[src/rtl/bitcheck_pkg.sv]
package bitcheck_pkg;

  localparam int HALF_W = 5;

  typedef struct packed {
    logic load;  // capture configuration and clear measurement
    logic run;   // measurement active
  } ctlStrobe_t;

  typedef struct packed {
    logic goodEdge;  // interval inside window
    logic badEdge;   // interval too short
    logic tooLate;   // count reached upper limit
    logic enough;    // accepted interval would complete the target
  } dpStatus_t;

  typedef enum logic [1:0] {
    ST_IDLE,
    ST_RUN,
    ST_PASSED,
    ST_FAILED
  } chkState_t;

  // Number of half-bit intervals required for a bit-count code
  function automatic logic [HALF_W-1:0] halvesFor(input logic [1:0] code);
    case (code)
      2'b01:   halvesFor = HALF_W'(6);
      2'b10:   halvesFor = HALF_W'(12);
      2'b11:   halvesFor = HALF_W'(18);
      default: halvesFor = '0;
    endcase
  endfunction

endpackage

[src/rtl/bitcheck_datapath.sv]
module bitcheck_datapath
  import bitcheck_pkg::*;
#(
  parameter int LIM_W       = 6,
  parameter int LIM_FLOOR   = 10,
  parameter int SYNC_STAGES = 2
) (
  input  logic             clk,
  input  logic             rstN,
  input  logic             tickEn,
  input  logic             dataIn,
  input  logic [LIM_W-1:0] limLo,
  input  logic [LIM_W-1:0] limHi,
  input  logic [1:0]       bitSel,
  input  ctlStrobe_t       ctl,
  output dpStatus_t        st
);

  localparam int CNT_W = LIM_W + 1;

  logic [SYNC_STAGES-1:0] syncChain;
  logic                   syncBit;
  logic                   lastSample;
  logic                   seenFirst;
  logic [CNT_W-1:0]       cnt;
  logic [CNT_W-1:0]       nextCnt;
  logic [HALF_W-1:0]      halves;
  logic [HALF_W-1:0]      target;
  logic [LIM_W-1:0]       loReg;
  logic [LIM_W-1:0]       hiReg;
  logic [LIM_W-1:0]       loClamped;
  logic                   tickLive;
  logic                   edgeSeen;
  logic                   inWindow;

  // Synchronizer chain
  generate
    if (SYNC_STAGES == 1) begin : g_sync1
      always_ff @(posedge clk or negedge rstN)
        if (!rstN) syncChain <= '0;
        else       syncChain <= dataIn;
    end else begin : g_syncN
      always_ff @(posedge clk or negedge rstN)
        if (!rstN) syncChain <= '0;
        else       syncChain <= {syncChain[SYNC_STAGES-2:0], dataIn};
    end
  endgenerate

  assign syncBit = syncChain[SYNC_STAGES-1];

  always_comb begin
    loClamped = (limLo < LIM_W'(LIM_FLOOR)) ? LIM_W'(LIM_FLOOR) : limLo;
    nextCnt   = cnt + CNT_W'(1);
    tickLive  = ctl.run & tickEn;
    edgeSeen  = tickLive & (syncBit ^ lastSample);
    inWindow  = (nextCnt >= {1'b0, loReg}) && (nextCnt < {1'b0, hiReg});
    st.tooLate  = tickLive & (nextCnt >= {1'b0, hiReg});
    st.goodEdge = edgeSeen & seenFirst & inWindow;
    st.badEdge  = edgeSeen & seenFirst & (nextCnt < {1'b0, loReg});
    st.enough   = ((halves + HALF_W'(1)) == target);
  end

  always_ff @(posedge clk or negedge rstN) begin
    if (!rstN) begin
      lastSample <= 1'b0;
      seenFirst  <= 1'b0;
      cnt        <= '0;
      halves     <= '0;
      target     <= '0;
      loReg      <= LIM_W'(LIM_FLOOR);
      hiReg      <= '0;
    end else if (ctl.load) begin
      lastSample <= syncBit;
      seenFirst  <= 1'b0;
      cnt        <= '0;
      halves     <= '0;
      target     <= halvesFor(bitSel);
      loReg      <= loClamped;
      hiReg      <= limHi;
    end else if (tickLive) begin
      lastSample <= syncBit;
      if (edgeSeen) begin
        cnt       <= '0;
        seenFirst <= 1'b1;
        if (st.goodEdge) halves <= halves + HALF_W'(1);
      end else begin
        cnt <= nextCnt;
      end
    end
  end

endmodule

[src/rtl/bitcheck_control.sv]
module bitcheck_control
  import bitcheck_pkg::*;
(
  input  logic       clk,
  input  logic       rstN,
  input  logic       start,
  input  logic [1:0] bitSel,
  input  dpStatus_t  st,
  output ctlStrobe_t ctl,
  output logic       pass,
  output logic       fail,
  output logic       done
);

  chkState_t state, stateNext;

  always_comb begin
    stateNext = state;
    if (start) begin
      stateNext = (halvesFor(bitSel) == '0) ? ST_PASSED : ST_RUN;
    end else if (state == ST_RUN) begin
      if (st.tooLate || st.badEdge)
        stateNext = ST_FAILED;
      else if (st.goodEdge && st.enough)
        stateNext = ST_PASSED;
    end
  end

  always_ff @(posedge clk or negedge rstN)
    if (!rstN) state <= ST_IDLE;
    else       state <= stateNext;

  always_comb begin
    ctl.load = start;
    ctl.run  = (state == ST_RUN) && !start;
    pass     = (state == ST_PASSED);
    fail     = (state == ST_FAILED);
    done     = pass | fail;
  end

endmodule

[src/rtl/bitcheck_validator.sv]
module bitcheck_validator
  import bitcheck_pkg::*;
#(
  parameter int LIM_W       = 6,
  parameter int LIM_FLOOR   = 10,
  parameter int SYNC_STAGES = 2
) (
  input  logic             clk,
  input  logic             rstN,
  input  logic             tickEn,
  input  logic             dataIn,
  input  logic             start,
  input  logic [LIM_W-1:0] limLo,
  input  logic [LIM_W-1:0] limHi,
  input  logic [1:0]       bitSel,
  output logic             pass,
  output logic             fail,
  output logic             done
);

  ctlStrobe_t ctl;
  dpStatus_t  st;

  bitcheck_datapath #(
    .LIM_W(LIM_W), .LIM_FLOOR(LIM_FLOOR), .SYNC_STAGES(SYNC_STAGES)
  ) dp_i (
    .clk(clk), .rstN(rstN), .tickEn(tickEn), .dataIn(dataIn),
    .limLo(limLo), .limHi(limHi), .bitSel(bitSel), .ctl(ctl), .st(st)
  );

  bitcheck_control ctl_i (
    .clk(clk), .rstN(rstN), .start(start), .bitSel(bitSel), .st(st),
    .ctl(ctl), .pass(pass), .fail(fail), .done(done)
  );

endmodule

[config.mk]
export PLATFORM = sky130hd
export DESIGN_NAME = bitcheck_validator
export DESIGN_NICKNAME = d
export VERILOG_FILES = /design/src/rtl/bitcheck_pkg.sv /design/src/rtl/bitcheck_datapath.sv /design/src/rtl/bitcheck_control.sv /design/src/rtl/bitcheck_validator.sv
export SDC_FILE = /design/constraint.sdc
export NUM_CORES = 1
export LEC_CHECK = 0
export BUFFER_PORTS_ARGS = -buffer_cell sky130_fd_sc_hd__clkbuf_2
export CAP_MARGIN = 30
export CORE_AREA = 2 2 60 62
export DETAILED_ROUTE_END_ITERATION = 16
export DIE_AREA = 0 0 62 64
export PLACE_DENSITY = 0.81
export RECOVER_POWER = 50
export SLEW_MARGIN = 20
export SYNTH_ARGS = -nofsm -noshare
export SYNTH_HDL_FRONTEND = slang
export SYNTH_SLANG_ARGS = --single-unit
[constraint.sdc]
create_clock -name clk -period 5.46 [get_ports clk]
set_input_delay 1.092 -clock clk [delete_from_list [all_inputs] [get_ports clk]]
set_output_delay 1.092 -clock clk [all_outputs]
set_load 0.05 [all_outputs]
# --- Word level (Yosys, flattened, before mapping) ---
# Index checks and enable logic that the tools add are counted.
op_classes:
  addsub: 2
  order_cmp: 5
  eq_ne: 7
  mux: 20
  bitwise: 8
  reduce_logical: 14
op_table:
  columns: ["op", "count"]
  rows:
  - ["$mux 5", 5]
  - ["$mux 7", 3]
  - ["$pmux 5 s3", 1]
  - ["$ge 7x6->1", 2]
  - ["$lt 7x6->1", 2]
  - ["$mux 2", 5]
  - ["$eq 2x2->1 const B", 4]
  - ["$reduce_bool 2->1", 4]
  - ["$add 7x1->7 const B", 1]
  - ["$and 1x1->1", 6]
  - ["$lt 6x4->1 const B", 1]
  - ["$mux 6", 1]
  - ["$add 5x1->5 const B", 1]
  - ["$eq 5x5->1", 1]
  - ["$logic_not 5->1", 1]
  - ["$mux 1", 5]
  - ["$eq 2x1->1 const B", 2]
  - ["$reduce_and 2->1", 2]
  - ["$logic_and 1x1->1", 3]
  - ["$reduce_and 3->1", 1]
  - ["$reduce_bool 3->1", 1]
  - ["$logic_not 1->1", 1]
  - ["$logic_or 1x1->1", 1]
  - ["$or 1x1->1", 1]
  - ["$xor 1x1->1", 1]
word_totals:
  ff_bits: 35
  in_bits: 19
  output_inout_bits: 3
  elab_cells: 65

# --- Depth between registers and ports, before layout ---
# Gate-level depths: netlist (run 1).
logic_depth:
  word_depth: 11
  mapped_depth: 10
  mapped_depth_nobuf: 10

# --- By module ---
# Synthesis (run 1) repeated with hierarchy kept, for this count alone.
hier_totals:
  hier_cells: 202
  area_unflattened_um2: 2021.9
by_module_without_submodules:
  columns: ["module", "instances", "cells_each", "area_each_um2", "seq_area_each_um2"]
  rows:
  - ["bitcheck_datapath", 1, 188, 1891.8, 803.3]
  - ["bitcheck_control", 1, 14, 130.1, 50.0]

# --- Worst setup path before layout (run 1) ---
# Ideal clock, no wire load.
synth_timing:
  path_type: "input to register"
  start: "in start"
  end: "reg dp_i.halves[3]"
  setup_ns: 0.078
  t_arrival_ns: 2.413
  required_ns: 5.382
  slack_ns: 2.969
  stages: 6
  path_buffers: 0
  path_cell_list: "nand2b_4 > nor3b_4 > and3_4 > nand4_4 > or3_1 > a21oi_1"
synth_between:
  elab_chain_len: 8
  word_cells_on_any_way: 11
  cone_classes: "1 x mux; 4 x bitwise; 6 x reduce/logical"
synth_rtl:
  columns: ["element", "line_no", "text"]
  rows:
  - ["from (decl)", "bitcheck_validator.sv:12", "input logic start,"]
  - ["$logic_not 1->1", "bitcheck_control.sv:35", "ctl.run = (state == ST_RUN) && !start;"]
  - ["$logic_and 1x1->1", "bitcheck_control.sv:35", null]
  - ["$and 1x1->1", "bitcheck_datapath.sv:54", "tickLive = ctl.run & tickEn;"]
  - ["$and 1x1->1", "bitcheck_datapath.sv:55", "edgeSeen = tickLive & (syncBit ^ lastSample);"]
  - ["$and 1x1->1 (2 in series)", "bitcheck_datapath.sv:58", "st.goodEdge = edgeSeen & seenFirst & inWindow;"]
  - ["$reduce_bool 2->1 (no source line)", null, null]
  - ["$reduce_and 3->1 (no source line)", null, null]
  - ["to (signal assigned)", "bitcheck_datapath.sv:85", "if (st.goodEdge) halves <= halves + HALF_W'(1);"]
  - ["to (decl)", "bitcheck_datapath.sv:27", "logic [HALF_W-1:0] halves;"]
# Parallel ways exist; a longest one is shown, timed or not.
# A chain may end at the register's enable or synchronous reset.

# --- Final worst setup path (run 1) ---
layout_timing:
  start: "reg dp_i.cnt[0]"
  end: "reg dp_i.halves[3]"
layout_between:
  elab_chain_len: 6
  word_cells_on_any_way: 7
  cone_classes: "1 x add/sub; 2 x order compare; 1 x bitwise; 3 x reduce/logical"
layout_rtl:
  columns: ["element", "line_no", "text"]
  rows:
  - ["from (decl)", "bitcheck_datapath.sv:25", "logic [CNT_W-1:0] cnt;"]
  - ["from (signal assigned)", "bitcheck_datapath.sv:87", "cnt <= nextCnt;"]
  - ["$add 7x1->7 (*)", "bitcheck_datapath.sv:53", "nextCnt = cnt + CNT_W'(1);"]
  - ["$ge 7x6->1 or $lt 7x6->1 (tied branches)", "bitcheck_datapath.sv:56", "inWindow = (nextCnt >= {1'b0, loReg}) && (nextCnt < {1'b0, hiReg});"]
  - ["$logic_and 1x1->1 (*)", "bitcheck_datapath.sv:56", null]
  - ["$and 1x1->1 (*)", "bitcheck_datapath.sv:58", null]
  - ["$reduce_bool 2->1 (no source line) (*)", null, null]
  - ["$reduce_and 3->1 (no source line) (*)", null, null]
# Every way passes the cells marked *; elsewhere a longest branch is shown, timed or not.

==> flow_metrics.py, run 1 <==
metrics = {
    "route": {
        "drt-initial-drc-count": 60,
        "dr.pass1.iters": 4,
        "num_vias": 1503,
        "drc": 0,
        "wl_per_cell_um": 13.6,
        "wl_um": 3610,
        "via_per_inst": 5.65,
        "ant_nets": 0,
    },
    "clock_network": {
        "clkTransAtPathRegs_ps": 100,
        "cts.repair.resized": 0,
        "cts_tree": "done",
        "cts_hold_buf": 0,
        "clock_latency_ps": 340,
        "cts_setup_buffers": 0,
        "clock_sinks": 34,
        "htreeDepth": 2,
        "cts_buffer_depth": 2,
        "numCtsBuffers": 5,
        "clock-root-buffer": "clkbuf_4",
    },
    "logic_synthesis": {
        "ys.flop_type": "dfrtp_1",
        "synth_area_um2": 1970,
        "syn_area_per_cell_um2": 10.1,
        "yosysSeqAreaShare_pct": 43.4,
        "ys_async_sr_fraction_pct": 100,
        "synth_top_area_cell": "dfrtp_1",
        "synth_cell_types": 45,
        "synthTopCellsByArea": "dfrtp_1 41%, ha_1 11%, o21ai_0 4.6%",
        "synth_common_cells": "32 x dfrtp_1, 18 x ha_1, 18 x inv_1, 18 x o21ai_0, 13 x nand2_1",
        "synth_top_area_share_pct": 40.7,
        "netlist_instances": 194,
        "synth_edf_count": 0,
        "ys_warn_count": 0,
        "synth_most_common_cell": "dfrtp_1",
        "ys_ff_latch": 34,
        "syn-num-nets": 231,
    },
    "placement": {
        "placed_area_um2": 2110,
        "gp_congestion": 0.798,
        "dpl.hpwl_um": 2660,
        "io_buffers": 21,
    },
    "floorplanning": {
        "fp.dieH_um": 64,
        "die_area_um2": 3970,
        "io_pins": 22,
        "core_area_um2": 3280,
        "num_rows": 21,
        "die_w_um": 62,
        "start_util_pct": 59.8,
    },
    "setup_path": {
        "path_class": "reg2reg",
        "worstSetupEndpointType": "register",
        "path_delay_family": "simple AND/OR/NAND/NOR gates",
        "critical_path.cell_chain": "ha_1 > nand3_1 > xnor2_1 > ha_1 > o21ai_0 > a21oi_1 > nor3_1 > nand4_4 > or3_1 > a21oi_1",
        "cp.arrival_ps": 3210,
        "startpoint_type": "register",
        "crit_required_ps": 5730,
        "worst-path-buf-inv": 0,
        "max_stage_delay_ps": 510,
        "critical-path-slowest-cell": "dfrtp_1",
        "cp_max_fo": 10,
    },
    "timing": {
        "worst_pin_slew_ps": 980,
        "hold_viol_final": 0,
        "maxSlewHeadroom_pct": 34.6,
        "hold_ws_ps": 360,
        "report.final.slew_viol_count": 0,
        "rsz0062_at_grt": "no",
        "setup_viol": 0,
        "fin_worst_skew_ps": 12.3,
        "fmaxAchievable_mhz": 340,
        "period_share_pct": 53.9,
        "min_period_ps": 2940,
        "fin_tns_setup_ps": 0,
    },
    "global_route": {
        "grt_pass1_vias": 1424,
        "antenna_found_initial": 0,
        "grt_max_degree": 35,
        "grt_pass1_wl_um": 6240,
        "track_usage_pct": 21.5,
        "grt_overflow": 0,
    },
    "cells_and_area": {
        "diodes": 0,
        "stdcell_area_um2": 2180,
        "areaGrowthSynthToFinish_pct": 10.7,
        "drive_gt1_share_pct": 18.6,
        "num-fill-cells": 289,
        "utilization_pct": 66.2,
        "fin_nets": 256,
        "multiInputGateArea_um2": 1030,
        "seq_area_um2": 853,
    },
    "power_and_ir_drop": {
        "p_comb_share_pct": 16.1,
        "pwr-share-seq_pct": 54.7,
        "clockPowerShare_pct": 29.2,
        "power.net_switching_w": 0.000145,
        "p_leak_nw": 1.04,
        "power.density_nw_per_um2": 234,
        "swShare_pct": 28.5,
        "internal-power_w": 0.000364,
        "irDropWorstVdd_mv": 0.140,
        "fin_total_pwr_w": 0.000509,
    },
    "status": {
        "outcome": "finished, final reports clean",
    },
    "hold_path": {
        "hold_class": "reg2reg",
    },
    "job": {
        "cap_viol_max_count": 0,
    },
}
## worst register-to-register path: stages, from the launching register on
cell and delay, ps:
dfrtp_1 510, ha_1 240, nand3_1 170, xnor2_1 330, ha_1 320, o21ai_0 150, a21oi_1 60, nor3_1 350
nand4_4 220, or3_1 390, a21oi_1 140
## final timing paths
path                                   start  slack [ps]           endpoint  cells past startpoint
min in group asynchronous               rstN         820      dp_i.hiReg[3]                      1
min                        dp_i.syncChain[0]         360  dp_i.syncChain[1]                      0
max reg2reg                      dp_i.cnt[0]        2520     dp_i.halves[3]                     10
max                              dp_i.cnt[0]        2520     dp_i.halves[3]                     10
max in group asynchronous               rstN        3250        dp_i.cnt[5]                      2
min reg2reg                dp_i.syncChain[0]         360  dp_i.syncChain[1]                      0
## logic make-up after synthesis
family	synth area share, %
XOR/XNOR	6.17
flip-flops	43.4
multiplexers	3.37
adder cells (fa/ha/maj)	11.5
AO/OA/AOI/OAI	16.0
AND/OR/NAND/NOR	15.3
buffers and inverters	4.20
## layout by cell type, fill, tap and decap left out, types with 2 or more instances in the layout
master	instances
ha_1	18
nor2_1	11
a32o_1	5
clkbuf_2	20
xnor2_1	7
o21ai_0	18
or3_1	4
nand3_1	7
mux2_2	5
clkbuf_4	5
inv_1	18
a31oi_1	2
xor2_1	5
dfrtp_1	32
a21oi_1	10
nand2_1	13
dfstp_2	2
o22ai_1	2
a22o_1	3
clkbuf_1	3
nor3_1	2
nand2b_1	2
## state kept, by name, indices dropped and copies added (netlist names), 2 cells and up
register        count
dp_i.loReg          6
ctl_i.state         2
dp_i.halves         5
dp_i.hiReg          6
dp_i.syncChain      2
dp_i.target         4
dp_i.cnt            7
## through the flow
| step | worst slack (ps) | cells |
|---|---|---|
| 2_1_floorplan | 2970 | 194 |
| 3_3_place_gp | 2370 | 257 |
| 3_5_place_dp | 2290 | 257 |
| 4_1_cts | 2470 | 265 |
| 5_1_grt | 2220 | 266 |
| 6_report | 2520 | 266 |
## routing by layer
metal | routed length, µm | vias up | global-route usage [%]
met4 | 57 | 0 | 7.18
met2 | 1760 | 37 | 34.0
met3 | 190 | 6 | 6.07
met1 | 1600 | 715 | 27.9
met5 | 0 | - | 0
li1 | - | 745 | -
## power by group through the flow
stage	registers [W]	logic [W]	clock network (W)
finish	0.000278	0.0000817	0.000149
global route	0.000280	0.0000939	0.000163
CTS	0.000279	0.0000825	0.000152
detailed placement	0.000283	0.0000822	0
global placement	0.000283	0.0000804	0
floorplan	0.000280	0.0000584	0
## cell type report
cell class | count | area share [%]
Clock buffer | 7 | 2.53
Clock inverter | 1 | 0.230
Inverter | 18 | 3.11
Multi-Input combinational cell | 138 | 47.3
Sequential cell | 34 | 39.2
Tap cell | 46 | 2.65
Timing Repair Buffer | 22 | 4.95
No activity file was read; power rests on OpenSTA's default activity.
==> run 2: changes to the inputs <==
--- a/config.mk
+++ b/config.mk
@@ -7,10 +7,10 @@
 export LEC_CHECK = 0
 export BUFFER_PORTS_ARGS = -buffer_cell sky130_fd_sc_hd__clkbuf_2
 export CAP_MARGIN = 30
-export CORE_AREA = 2 2 60 62
+export CORE_AREA = 2 2 62 64
 export DETAILED_ROUTE_END_ITERATION = 16
-export DIE_AREA = 0 0 62 64
-export PLACE_DENSITY = 0.81
+export DIE_AREA = 0 0 64 66
+export PLACE_DENSITY = 0.76
 export RECOVER_POWER = 50
 export SLEW_MARGIN = 20
 export SYNTH_ARGS = -nofsm -noshare
==> constraint.sdc (replaced) <==
create_clock -name clk -period 2.9 [get_ports clk]
set_input_delay 0.58 -clock clk [delete_from_list [all_inputs] [get_ports clk]]
set_output_delay 0.58 -clock clk [all_outputs]
set_load 0.05 [all_outputs]
==> run 2 against run 1 <==
Net effect: via count rose by 0.67%; critical path depth fell by 1; global-route usage fell by 0.52 points; flip-flop and latch count did not move; largest power group unchanged.
==> flow_metrics.py, run 2 (synthesized netlist as in run 1, its figures left out) <==
metrics = {
    "status": {
        "outcome": "finished, final reports clean",
    },
    "floorplanning": {
        "io_pins": 22,
        "die_w_um": 64,
        "core_area_um2": 3550,
        "num_rows": 22,
        "die_area_um2": 4220,
        "fp.dieH_um": 66,
        "start_util_pct": 55.4,
    },
    "timing": {
        "fin_tns_setup_ps": 0,
        "worst_pin_slew_ps": 1420,
        "setup_viol": 0,
        "period_share_pct": 91.5,
        "fin_worst_skew_ps": 12.0,
        "setup_ws_ps": 245,
        "hold_ws_ps": 165,
        "min_period_ps": 2650,
        "hold_viol_final": 0,
        "rsz0062_at_grt": "no",
        "fmaxAchievable_mhz": 377,
        "report.final.slew_viol_count": 0,
        "maxSlewHeadroom_pct": 5.22,
    },
    "clock_network": {
        "cts_buffer_depth": 2,
        "htreeDepth": 2,
        "clock-root-buffer": "clkbuf_4",
        "clkTransAtPathRegs_ps": 110,
        "numCtsBuffers": 5,
        "cts_tree": "done",
        "cts_setup_buffers": 0,
        "clock_sinks": 34,
        "clock_latency_ps": 350,
    },
    "setup_path": {
        "reg2reg_depth": 9,
        "r2r-end": "dp_i.halves[3]",
        "critical-path-slowest-cell": "dfrtp_1",
        "critical_path.cell_chain": "ha_1 > nand3_1 > xnor2_2 > ha_1 > o2111ai_1 > o21ai_0 > nand4_4 > or3_1 > a21oi_1",
        "rrSetupSlack_ps": 250,
        "path_common_cell": "ha_1",
        "cp.arrival_ps": 2940,
        "worstSetupEndpointType": "register",
        "path_delay_family": "simple AND/OR/NAND/NOR gates",
        "worst-path-buf-inv": 0,
        "crit_required_ps": 3190,
        "r2r_start": "dp_i.cnt[0]",
        "cp_max_fo": 10,
        "startpoint_type": "register",
        "path_class": "reg2reg",
        "worstSetupStartpoint": "dp_i.cnt[0]",
        "max_stage_delay_ps": 460,
    },
    "cells_and_area": {
        "final_common_cell": "dfrtp_1",
        "top_regs": "dp_i.cnt (7), dp_i.hiReg (6), dp_i.loReg (6)",
        "top_register": "dp_i.cnt",
        "diodes": 0,
        "drive_gt1_share_pct": 21.3,
        "largest_register_ffs": 7,
        "areaGrowthSynthToFinish_pct": 13.4,
        "most-common-layout-cells": "32 x dfrtp_1, 20 x clkbuf_2, 18 x inv_1, 18 x o21ai_0, 18 x ha_1",
        "fin_nets": 261,
        "instances_no_fill": 273,
    },
    "route": {
        "dr.pass1.iters": 4,
        "num_vias": 1513,
        "ant_nets": 0,
        "wl_um": 4000,
        "drc": 0,
        "wl_per_cell_um": 14.7,
        "via_per_inst": 5.54,
        "drt-initial-drc-count": 87,
    },
    "power_and_ir_drop": {
        "p_leak_nw": 1.07,
        "irDropWorstVdd_mv": 0.219,
        "power.density_nw_per_um2": 435,
    },
    "global_route": {
        "grt_max_degree": 35,
        "antenna_found_initial": 0,
        "grt_pass1_wl_um": 6720,
        "grt_overflow": 0,
        "grt_pass1_vias": 1473,
        "track_usage_pct": 21.0,
    },
    "placement": {
        "io_buffers": 21,
        "dpl.hpwl_um": 2940,
        "gp_congestion": 0.932,
        "dp_slack_ps": 196,
        "dp_cells": 264,
    },
    "hold_path": {
        "hold_class": "in2async",
    },
    "job": {
        "cap_viol_max_count": 0,
    },
}
run 2: metrics by stage:
stage	utilization [%]	total power [W]	cell area [µm²]
6_report	62.8	0.000968	2230
5_1_grt	62.8	0.00102	2230
4_1_cts	62.3	0.000979	2210
3_5_place_dp	60.6	0.000694	2150
3_3_place_gp	60.6	0.000689	2150
2_1_floorplan	-	0.000638	1970
run 2: cell type report:
class                      count  area (µm²)
tap                           48        60.1
inverter                      18        67.6
sequential                    34         853
multi-input combinational    138        1040
clock inverter                 1        5.00
timing repair buffer          27         145
clock buffer                   7        55.1
fill                         310        1320
run 2: repair_timing:
| action | 4_1_cts | 5_1_grt |
|---|---|---|
| hold buffers | 0 | 0 |
| setup endpoints to repair | 0 | 4 |
| resized for setup | 0 | 2 |
| endpoints found under the hold margin | 0 | 0 |
run 2: per-layer routing:
layer / vias to the layer above / GRT usage [%] / wire, µm / part of all wire [%]
met1: 715 / 26.5 / 1840 / 46
met5: - / 0 / 0 / 0
met2: 37 / 34.4 / 1920 / 48
met4: 0 / 9.51 / 78 / 1.9
met3: 8 / 4.77 / 167 / 4.2
li1: 753 / - / - / -
run 2: how the worst max path moves through the flow:
stage	slack, ps	to	cells after the start
2_1_floorplan	440	dp_i.halves[3]	10
4_1_cts	150	dp_i.halves[3]	10
3_5_place_dp	200	dp_i.halves[3]	10
6_report	250	dp_i.halves[3]	9
5_1_grt	30	dp_i.halves[3]	10
3_3_place_gp	280	dp_i.halves[3]	10
run 2: worst register-to-register path, stage by stage, from the launching register on:
cell	delay, ps
dfrtp_1	460
ha_1	220
nand3_1	200
xnor2_2	220
ha_1	340
o2111ai_1	110
o21ai_0	320
nand4_4	210
or3_1	380
a21oi_1	140
run 2: report_power, final:
group / switching [W] / total [W] / internal [W]
combinational: 0.0000953 / 0.000161 / 0.0000661
sequential: 0.0000192 / 0.000524 / 0.000505
clock: 0.000166 / 0.000283 / 0.000117
total: 0.000280 / 0.000968 / 0.000688
